`src/rtl/irq_arb_pkg.sv`:
```
package irq_arb_pkg;

  localparam int PRIO_W = 4;

  typedef logic [PRIO_W-1:0] prio_t;

  // The challenger (higher identifiers) displaces the holder only on a
  // strictly greater priority; an empty holder always yields.
  function automatic logic takes_over(input logic hold_v, input prio_t hold_p,
                                      input logic chal_v, input prio_t chal_p);
    return chal_v && (!hold_v || (chal_p > hold_p));
  endfunction

  // Request line rule: a winner must exist and lie strictly above threshold.
  function automatic logic above_thr(input logic v, input prio_t p, input prio_t t);
    return v && (p > t);
  endfunction

endpackage

```
`src/rtl/irq_arb_cand.sv`:
```
module irq_arb_cand #(
  parameter int VEC_W   = 32,
  parameter int NUM_SRC = 24
) (
  input  logic [VEC_W-1:0] pend_i,
  input  logic [VEC_W-1:0] enab_i,
  input  logic [VEC_W-1:0] claim_i,
  output logic [VEC_W-1:0] cand_o
);

  for (genvar i = 0; i < VEC_W; i++) begin : g_src
    if (i == 0 || i >= NUM_SRC) begin : g_dead
      assign cand_o[i] = 1'b0;
    end else begin : g_live
      assign cand_o[i] = pend_i[i] & enab_i[i] & ~claim_i[i];
    end
  end

endmodule

```
`src/rtl/irq_arb_tree.sv`:
```
module irq_arb_tree
  import irq_arb_pkg::*;
#(
  parameter int VEC_W = 32,
  localparam int IDW    = $clog2(VEC_W),
  localparam int LEAVES = 1 << IDW,
  localparam int NODES  = 2 * LEAVES - 1
) (
  input  logic [VEC_W-1:0]        cand_i,
  input  logic [PRIO_W*VEC_W-1:0] prio_i,
  output logic                    best_vld_o,
  output logic [IDW-1:0]          best_id_o,
  output prio_t                   best_prio_o
);

  logic           nd_v [NODES];
  prio_t          nd_p [NODES];
  logic [IDW-1:0] nd_i [NODES];

  // Heap layout: node k has children 2k+1 (lower ids) and 2k+2 (higher ids).
  always_comb begin
    for (int l = 0; l < LEAVES; l++) begin
      if (l < VEC_W) begin
        nd_v[LEAVES-1+l] = cand_i[l];
        nd_p[LEAVES-1+l] = prio_i[l*PRIO_W +: PRIO_W];
      end else begin
        nd_v[LEAVES-1+l] = 1'b0;
        nd_p[LEAVES-1+l] = '0;
      end
      nd_i[LEAVES-1+l] = IDW'(l);
    end
    for (int k = LEAVES - 2; k >= 0; k--) begin
      if (takes_over(nd_v[2*k+1], nd_p[2*k+1], nd_v[2*k+2], nd_p[2*k+2])) begin
        nd_v[k] = nd_v[2*k+2];
        nd_p[k] = nd_p[2*k+2];
        nd_i[k] = nd_i[2*k+2];
      end else begin
        nd_v[k] = nd_v[2*k+1];
        nd_p[k] = nd_p[2*k+1];
        nd_i[k] = nd_i[2*k+1];
      end
    end
  end

  assign best_vld_o  = nd_v[0];
  assign best_id_o   = nd_v[0] ? nd_i[0] : '0;
  assign best_prio_o = nd_v[0] ? nd_p[0] : '0;

endmodule

```
`src/rtl/irq_prio_arb.sv`:
```
module irq_prio_arb
  import irq_arb_pkg::*;
#(
  parameter int VEC_W   = 32,
  parameter int NUM_SRC = 24,
  localparam int IDW    = $clog2(VEC_W)
) (
  input  logic                    clk,
  input  logic                    rst_n,
  input  logic [VEC_W-1:0]        pend_i,
  input  logic [VEC_W-1:0]        enab_i,
  input  logic [VEC_W-1:0]        claim_i,
  input  logic [PRIO_W*VEC_W-1:0] prio_i,
  input  logic [PRIO_W-1:0]       thresh_i,
  output logic [IDW-1:0]          win_id_o,
  output logic                    win_vld_o,
  output logic                    win_irq_o
);

  logic [VEC_W-1:0] cand_vec;
  logic             sel_vld;
  logic [IDW-1:0]   sel_id;
  prio_t            sel_prio;
  logic             sel_irq;
  prio_t            win_prio_q;

  irq_arb_cand #(.VEC_W(VEC_W), .NUM_SRC(NUM_SRC)) u_cand (
    .pend_i  (pend_i),
    .enab_i  (enab_i),
    .claim_i (claim_i),
    .cand_o  (cand_vec)
  );

  irq_arb_tree #(.VEC_W(VEC_W)) u_tree (
    .cand_i      (cand_vec),
    .prio_i      (prio_i),
    .best_vld_o  (sel_vld),
    .best_id_o   (sel_id),
    .best_prio_o (sel_prio)
  );

  assign sel_irq = above_thr(sel_vld, sel_prio, thresh_i);

  always_ff @(posedge clk or negedge rst_n) begin
    if (!rst_n) begin
      win_id_o   <= '0;
      win_vld_o  <= 1'b0;
      win_irq_o  <= 1'b0;
      win_prio_q <= '0;
    end else begin
      win_id_o   <= sel_id;
      win_vld_o  <= sel_vld;
      win_irq_o  <= sel_irq;
      win_prio_q <= sel_prio;
    end
  end

endmodule

```
`config.mk`:
```
export PLATFORM = sky130hd
export DESIGN_NAME = irq_prio_arb
export DESIGN_NICKNAME = d
export VERILOG_FILES = /design/src/rtl/irq_arb_pkg.sv /design/src/rtl/irq_arb_cand.sv /design/src/rtl/irq_arb_tree.sv /design/src/rtl/irq_prio_arb.sv
export SDC_FILE = /design/constraint.sdc
export NUM_CORES = 1
export LEC_CHECK = 0
export BUFFER_PORTS_ARGS = -buffer_cell sky130_fd_sc_hd__buf_4
export CORE_AREA = 4 4 109 111
export CTS_CLUSTER_SIZE = 30
export DETAILED_ROUTE_END_ITERATION = 12
export DIE_AREA = 0 0 113 115
export PLACE_DENSITY = 0.82
export SETUP_SLACK_MARGIN = 0.02
export SLEW_MARGIN = 20
export SYNTH_ARGS = -nofsm -noshare
export SYNTH_HDL_FRONTEND = slang
export SYNTH_SLANG_ARGS = --single-unit
```
`constraint.sdc`:
```
create_clock -name clk -period 0.8 [get_ports clk]
set_input_delay 0.16 -clock clk [delete_from_list [all_inputs] [get_ports clk]]
set_output_delay 0.16 -clock clk [all_outputs]
set_load 0.005 [all_outputs]
```
-- After elaboration in Yosys (flattened, before gate mapping)
Cells that the tools add are included.
W data, S select, Z words.
- output and inout port bits: 7
- bits in registers: 7
- input bits: 230
- muxes and demuxes: 71
- reductions and logical operators: 67
- $lt $le $gt $ge: 23
- bitwise logic cells: 69
- operators with widths (operator ; count):
    $mux W4 ; 25
    $gt A4 B4 Y1 ; 23
    $and A1 B1 Y1 ; 46
    $mux W1 ; 35
    $logic_and A1 B1 Y1 ; 23
    $not A1 Y1 ; 23
    $logic_not A1 Y1 ; 22
    $logic_or A1 B1 Y1 ; 22
    $mux W2 ; 6
    $mux W5 ; 2
    $mux W3 ; 3

-- Logic depth before layout (Yosys ltp)
Gate-level depths: netlist of run 1.
- depth after elaboration: 25
- gate-level depth with buffers: 48
- depth with buffers taken out: 46

-- Modules after synthesis
From an unflattened synthesis of run 1, not the netlist that was laid out.
- cell total of the unflattened synthesis: 903
- area, all modules: 6663.9 um^2
- by module, submodules not included (module ; seq. area each (um^2) ; cells an instance ; times used ; area an instance (um^2)):
    irq_arb_tree ; 0.0 ; 849 ; 1 ; 6117.1
    irq_prio_arb ; 175.2 ; 21 ; 1 ; 274.0
    irq_arb_cand ; 0.0 ; 33 ; 1 ; 272.8

-- Least setup slack after synthesis of run 1
No wires, ideal clock.
- path type: in2reg
- from: input prio_i[9]
- to: register win_irq_o
- data arrival time: 7743 ps
- setup slack: -7062 ps
- stages: 45
- data required time: 681 ps
- cell sequence: inv_1 ha_1 nor2b_1 o211ai_1 a21boi_1 o21ai_0 mux2_2 ha_1 and3b_1 a2111oi_2 nor2_1 a211oi_1 nor2_1 nand2_1 ha_1 a211oi_1 o21ai_0 o211ai_1 [... 9 more ...] mux2_2 ha_1 nor2b_1 o21a_1 o21a_1 o21ai_0 a21oi_2 buf_2 inv_1 nand2_1 o2bb2ai_1 ha_1 nor2b_1 o21ai_0 nand2b_1 a21oi_1 a41oi_1 and2_1
- cells in the longest elaborated chain, start to end: 23
- RTL lines (item ; line ; RTL):
    start, declared ; irq_prio_arb.sv:13 ; input logic [PRIO_W*VEC_W-1:0] prio_i,
    $gt A4 B4 Y1 ; irq_arb_pkg.sv:11 ; return chal_v && (!hold_v || (chal_p > hold_p));
    $logic_or A1 B1 Y1 ; irq_arb_pkg.sv:11 ;
    $logic_and A1 B1 Y1 ; irq_arb_pkg.sv:11 ;
    $mux W4 ; irq_arb_tree.sv:33 ; if (takes_over(nd_v[2*k+1], nd_p[2*k+1], nd_v[2*k+2], nd_p[2*k+2])) begin
    $gt A4 B4 Y1 ; irq_arb_pkg.sv:11 ;
    $logic_or A1 B1 Y1 ; irq_arb_pkg.sv:11 ;
    $logic_and A1 B1 Y1 ; irq_arb_pkg.sv:11 ;
    $mux W4 or $mux W1 (tied branches) ; irq_arb_tree.sv:33 ;
    [... 8 more ...] ; - ;
    $gt A4 B4 Y1 or $logic_not A1 Y1 (tied branches) ; irq_arb_pkg.sv:11 ;
    $logic_or A1 B1 Y1 ; irq_arb_pkg.sv:11 ;
    $logic_and A1 B1 Y1 ; irq_arb_pkg.sv:11 ;
    $mux W4 or $mux W1 (tied branches) ; irq_arb_tree.sv:33 ;
    $mux W4 ; irq_arb_tree.sv:47 ; assign best_prio_o = nd_v[0] ? nd_p[0] : '0;
    $gt A4 B4 Y1 ; irq_arb_pkg.sv:16 ; return v && (p > t);
    $logic_and A1 B1 Y1 (*) ; irq_arb_pkg.sv:16 ;
    net sel_irq ; irq_prio_arb.sv:24 ; logic sel_irq;
    end signal, assigned ; irq_prio_arb.sv:53 ; win_irq_o <= sel_irq;
    end, declared ; irq_prio_arb.sv:17 ; output logic win_irq_o
The timed path passes the listed nets; every way through them passes the cells marked *.

-- Final worst setup path of run 1
- from: input prio_i[41]
- to: register win_irq_o
- cells in the longest elaborated chain, start to end: 23
- RTL lines (item ; line):
    $gt A4 B4 Y1 ; irq_arb_pkg.sv:11
    $logic_or A1 B1 Y1 ; irq_arb_pkg.sv:11
    $logic_and A1 B1 Y1 ; irq_arb_pkg.sv:11
    $mux W4 ; irq_arb_tree.sv:33
    $gt A4 B4 Y1 ; irq_arb_pkg.sv:11
    $logic_or A1 B1 Y1 ; irq_arb_pkg.sv:11
    $logic_and A1 B1 Y1 ; irq_arb_pkg.sv:11
    $mux W4 or $mux W1 (tied branches) ; irq_arb_tree.sv:33
    [... 8 more ...] ; -
    $gt A4 B4 Y1 or $logic_not A1 Y1 (tied branches) ; irq_arb_pkg.sv:11
    $logic_or A1 B1 Y1 ; irq_arb_pkg.sv:11
    $logic_and A1 B1 Y1 ; irq_arb_pkg.sv:11
    $mux W4 or $mux W1 (tied branches) ; irq_arb_tree.sv:33
    $mux W4 ; irq_arb_tree.sv:47
    $gt A4 B4 Y1 ; irq_arb_pkg.sv:16
    $logic_and A1 B1 Y1 (*) ; irq_arb_pkg.sv:16
    net sel_irq ; irq_prio_arb.sv:24
Marks and branches as above.

==> results.sh, run 1 <==
export IMPL_initial_core_util_pct=40.0
export IMPL_use_met1_pct=27.4
export IMPL_synth_area_leaders="ha_1 (27%), mux2i_1 (12%), inv_1 (7.0%)"
export IMPL_ys_types=64
export IMPL_status="finished with violations"
export IMPL_drt_iter0_drc=304
export IMPL_finalHoldViolCount=0
export IMPL_finalCriticalPeriod_ns=7.67
export IMPL_wl_um=19500
export IMPL_synth_fp_nets=872
export IMPL_drv_slew=0
export IMPL_dp_slack_ns=-6.81
export IMPL_htree_num_levels=1
export IMPL_post_dp_cell_area_um2=7510
export IMPL_cts_sinks=7
export IMPL_hp_class="in2async"
export IMPL_die_w_um=113
export IMPL_final_util_pct=78.9
export IMPL_routedWlPerCell_um=17.5
export IMPL_fillers=659
export IMPL_ys_flop_type="dfrtp_1"
export IMPL_antenna_found_initial=0
export IMPL_fp_row_count=38
export IMPL_rsz0062_at_grt="true"
export IMPL_crit_type="in2reg"
export IMPL_grt_usage_pct=26.0
export IMPL_place_gp_congestion=0.951
export IMPL_cpMostUsedCell="a21oi_2"
export IMPL_met3_usage_pct=3.37
export IMPL_num_vias=6193
export IMPL_dp_hpwl_um=13600
export IMPL_clk_pin_slew_ns=0.04
export IMPL_numCtsBuffers=3
export IMPL_slew_headroom_pct=73.0
export IMPL_drive_gt1_share_pct=57.1
export IMPL_fin_cells=1112
export IMPL_required_ns=0.91
export IMPL_ys_warn_count=0
export IMPL_fin_crit_sh_pct=959
export IMPL_dieArea_um2=13000
export IMPL_ir_worst_vdd_mv=0.711
export IMPL_ys_ff_latch=7
export IMPL_endpoint_kind="register"
export IMPL_violations="negative setup slack"
export IMPL_synth_area_per_cell_um2=7.84
export IMPL_dp_cells=1065
export IMPL_power_static_leakage_nw=4.42
export IMPL_design_area_um2=8510
export IMPL_synthToLayoutAreaGrowth_pct=97.3
export IMPL_power_mw=9.96
export IMPL_crit_slowest_cell="mux2_4"
export IMPL_drc_errors=0
export IMPL_grt_pass1_vias=6415
export IMPL_async_flop_share_pct=100
export IMPL_yosysMostFrequentCell="ha_1"
export IMPL_worstMarginPinSlew_ns=0.394
export IMPL_syn_inst=550
export IMPL_cts_tree="built"
export IMPL_synth_common_cells="ha_1 (92), inv_1 (80), mux2i_1 (53)"
export IMPL_die_h_um=115
export IMPL_grt_max_degree=10
export IMPL_cts_max_path_buffers=2
export IMPL_worstPathMaxFanout=8
export IMPL_setup_slack_ns=-6.87
export IMPL_busiest_layer="met2"
export IMPL_setup_violations=14
export IMPL_core_area_um2=10800
export IMPL_firstDrtPassIters=5
export IMPL_start_kind="input port"
export IMPL_synth_area_um2=4310
export IMPL_cap_violations=0
export IMPL_io_pins=237
export IMPL_yosys_area_top_type_share_pct=26.7
export IMPL_overflow=0
export IMPL_cp_data_arrival_time_ns=7.78
export IMPL_vias_per_cell=5.57
export IMPL_nNetsFinal=1295
export IMPL_portBuffers=177
export IMPL_antennaDiodeCount=0
export IMPL_synth_top_area_cell="ha_1"
export IMPL_root_buffer="clkbuf_8"
export IMPL_pwr_density_cell_nw_per_um2=1170
export IMPL_grt_first_pass_wirelength_um=28500
export IMPL_fmax_mhz=130
export IMPL_ant_nets=0
export IMPL_critPathMaxStageDelay_ns=0.33
export IMPL_grt_util_met2_pct=51.4
export IMPL_synth_edff_count=0
export IMPL_synth_seq_area_share_pct=4.06
[cell type report]
class	count	area, um2	area share [%]
sequential	7	175	2.06
timing repair buffer	422	3300	38.8
multi-input combinational	458	4510	52.9
inverter	81	312	3.66
tap	140	175	2.06
clock buffer	4	45.0	0.529
[placed cells by master, fill, tap and decap left out, drive strengths merged, types with 6 or more instances in the layout]
master | synthesis | routed
buf | 3 | 421
a211oi | 10 | 10
nor2b | 17 | 17
mux2i | 54 | 54
nor3 | 8 | 8
inv | 81 | 80
dfrtp | 7 | 7
a21oi | 29 | 29
ha | 92 | 92
mux2 | 12 | 12
o2bb2ai | 6 | 6
nand4 | 21 | 21
nand3b | 20 | 20
a22oi | 10 | 10
or2 | 6 | 6
nor2 | 19 | 19
nand2 | 37 | 37
o21ai | 37 | 37
o211ai | 12 | 12
[state kept, by name, indices dropped and copies added, names as in the netlist]
register   flops
win_irq_o      1
win_vld_o      1
win_id_o       5
[final timing paths]
kind,start,endpoint,cells past startpoint
worst min-delay path,rst_n,win_irq_o$_DFF_PN0_,2
worst max-delay path,prio_i[41],win_irq_o$_DFF_PN0_,46
min in group clk,thresh_i[0],win_irq_o$_DFF_PN0_,4
max in group asynchronous,rst_n,win_id_o[1]$_DFF_PN0_,2
[per-stage QoR]
step	hold slack, ns	setup TNS (ns)
after floorplan	-0.136	-32.83
after global placement	-0.0281	-35.86
after detailed placement	-0.0240	-37.20
after CTS	0.314	-35.70
after global routing	0.341	-40.08
final	0.318	-38.33
[power breakdown]
group | switching (mW) | internal (mW) | total, mW
registers | 0.0942 | 0.504 | 0.598
logic | 4.02 | 4.82 | 8.84
clock network | 0.172 | 0.347 | 0.518
total | 4.28 | 5.68 | 9.96
[cells by family after synthesis]
kind of cell	share of synthesized area (%)
buffers and inverters	7.69
adder cells (fa/ha/maj)	26.7
multiplexers	15.8
AO/OA/AOI/OAI	25.3
AND/OR/NAND/NOR	20.5
flip-flops	4.06
[repair_timing]
item | 4_1_cts | 5_1_grt
resized for setup | 76 | 63
hold endpoints to repair | 7 | 0
pin swaps | 36 | 18
setup endpoints to repair | 14 | 14
hold buffers | 1 | 0
buffers inserted | 39 | 14
[layer usage]
| metal | vias up | wire, um |
|---|---|---|
| li1 | 2915 | - |
| met1 | 2901 | 7170 |
| met2 | 288 | 10100 |
| met3 | 89 | 1250 |
| met4 | 0 | 948 |
| met5 | - | 0 |
[critical path, delay by kind of cell]
kind | cells | cell delay, ns
AOI/OAI and AO/OA | 18 | 2.95
and+or+nand+nor | 9 | 1.14
muxes | 4 | 1.10
adders and majority gates | 6 | 1.52
buffers and inverters | 9 | 0.89
Power figures use the tool's default switching activity.
==> run 2, diff against run 1 <==
Settings changed: CORE_AREA 4 4 109 111 to 4 4 140 88, DIE_AREA 0 0 113 115 to 0 0 144 92.
==> run 2 against run 1 <==
  * The run still ends with negative setup slack left
  * Via count decreased by 1.6%
  * Largest power group unchanged
  * Global-route usage decreased by 1.1 points
  * Critical endpoint unchanged
  * Utilization decreased by 2.5 points
  * Final cell count decreased by 0.90%
  * Setup slack improved by 0.11 ns
  * Die area increased by 1.9%
==> results.sh, run 2 (synthesis results as in run 1) <==
export IMPL_status="finished with violations"
export IMPL_violations="negative setup slack"
export IMPL_overflow=0
export IMPL_portBuffers=177
export IMPL_final_util_pct=76.3
export IMPL_grt_pass1_vias=5895
export IMPL_hold_ws_ns=0.311
export IMPL_clk_pin_slew_ns=0.04
export IMPL_cts_max_path_buffers=2
export IMPL_synthToLayoutAreaGrowth_pct=95.9
export IMPL_grt_usage_pct=24.9
export IMPL_drt_iter0_drc=291
export IMPL_final_cell_mix="buf_4 (368), inv_1 (74), ha_1 (72), buf_6 (36)"
export IMPL_num_vias=6092
export IMPL_largest_reg_flops=5
export IMPL_hp_class="in2async"
export IMPL_fin_crit_sh_pct=946
export IMPL_nNetsFinal=1281
export IMPL_antennaDiodeCount=0
export IMPL_final_common_cell="buf_4"
export IMPL_crit_type="in2reg"
export IMPL_worstPathMaxFanout=8
export IMPL_worstMarginPinSlew_ns=0.553
export IMPL_drv_slew=0
export IMPL_crit_slowest_cell="mux2_4"
export IMPL_rsz0062_at_grt="true"
export IMPL_fp_row_count=30
export IMPL_cts_tree="built"
export IMPL_ant_nets=0
export IMPL_fmax_mhz=132
export IMPL_grt_max_degree=9
export IMPL_slew_headroom_pct=63.0
export IMPL_initial_core_util_pct=38.9
export IMPL_setup_slack_ns=-6.77
export IMPL_crit_path_start="prio_i[17]"
export IMPL_power_static_leakage_nw=4.36
export IMPL_drive_gt1_share_pct=56.3
export IMPL_firstDrtPassIters=6
export IMPL_reg_largest_list="win_id_o (5), win_irq_o (1), win_vld_o (1)"
export IMPL_finalHoldViolCount=0
export IMPL_required_ns=0.92
export IMPL_cap_violations=0
export IMPL_critPathMaxStageDelay_ns=0.33
export IMPL_drc_errors=0
export IMPL_finalCriticalPeriod_ns=7.57
export IMPL_fillers=710
export IMPL_ir_worst_vdd_mv=0.791
export IMPL_routedWlPerCell_um=17.7
export IMPL_wl_um=19500
export IMPL_pwr_density_cell_nw_per_um2=1260
export IMPL_setup_violations=14
export IMPL_root_buffer="clkbuf_16"
export IMPL_cts_sinks=7
export IMPL_numCtsBuffers=3
export IMPL_cp_data_arrival_time_ns=7.69
export IMPL_die_w_um=144
export IMPL_regMostFlops="win_id_o"
export IMPL_htree_num_levels=1
export IMPL_dieArea_um2=13200
export IMPL_antenna_found_initial=0
export IMPL_place_gp_congestion=0.912
export IMPL_endpoint_kind="register"
export IMPL_cpMostUsedCell="buf_6"
export IMPL_die_h_um=92
export IMPL_start_kind="input port"
export IMPL_vias_per_cell=5.53
export IMPL_io_pins=237
export IMPL_grt_first_pass_wirelength_um=27400
export IMPL_dp_hpwl_um=14200
export IMPL_core_area_um2=11100
==> run 2: cell types whose count changed in the layout (fill, tap and decap cells not counted), moves of 3 or more <==
cell,change
buf_4,-23
buf_6,+10
mux2i_2,+5
mux2i_1,-4
a21oi_1,-3
a21oi_2,+3
clkbuf_16,+3
clkbuf_8,-3
o21ai_0,+3
==> run 2: path summary, 6_finish.rpt <==
check,to,slack (ns),cells past startpoint
max in group asynchronous,win_id_o[1]$_DFF_PN0_,0.35,2
worst max-delay path,win_irq_o$_DFF_PN0_,-6.77,48
worst min-delay path,win_id_o[2]$_DFF_PN0_,0.31,2
min in group clk,win_irq_o$_DFF_PN0_,0.45,4
==> run 2: cell type report <==
type / instances / area (um2) / share of cell area (%)
sequential: 7 / 175 / 2.07
clock buffer: 4 / 78.8 / 0.933
tap: 144 / 180 / 2.13
timing repair buffer: 407 / 3210 / 38.0
inverter: 81 / 309 / 3.66
multi-input combinational: 459 / 4500 / 53.2
==> run 2: through the flow <==
step                power (mW)  instance area [um2]  setup TNS [ns]  cells  setup WS (ns)
floorplan                 3.91                 4530          -32.83    550          -6.24
global placement          6.73                 7340          -36.21   1046          -6.59
detailed placement        7.01                 7340          -38.01   1046          -7.00
CTS                       8.75                 7960          -35.74   1083          -6.39
global route              11.1                 8450          -41.35   1102          -7.05
finish                    10.6                 8450          -39.70   1102          -6.77
==> run 2: power breakdown <==
group | total [mW] | internal (mW) | switching, mW | leakage, nW
Clock | 0.888 | 0.666 | 0.222 | 0.0382
Sequential | 0.578 | 0.504 | 0.0739 | 0.0837
Combinational | 9.15 | 5.00 | 4.15 | 4.24
==> run 2: critical path, delay by kind of cell <==
family,cells,cell delay [ns]
muxes,3,0.69
AOI/OAI and AO/OA,18,2.97
buffers and inverters,9,1.06
and+or+nand+nor,12,1.23
adders and majority gates,6,1.56
==> run 2: timing repair <==
item / 4_1_cts / 5_1_grt
setup buffers: 31 / 28
setup endpoints to repair: 14 / 14
resized for setup: 59 / 71
hold endpoints to repair: 7 / 0
gates cloned: 1 / 0
hold buffers: 1 / 0
pin swaps: 34 / 27
==> run 2: layer usage <==
layer / track usage, % / wire [um] / vias to the layer above
met5: 0 / 0 / -
met4: 5.72 / 663 / 0
met3: 3.07 / 1680 / 82
met2: 41.9 / 8760 / 347
met1: 33.8 / 8400 / 2778
li1: - / - / 2885
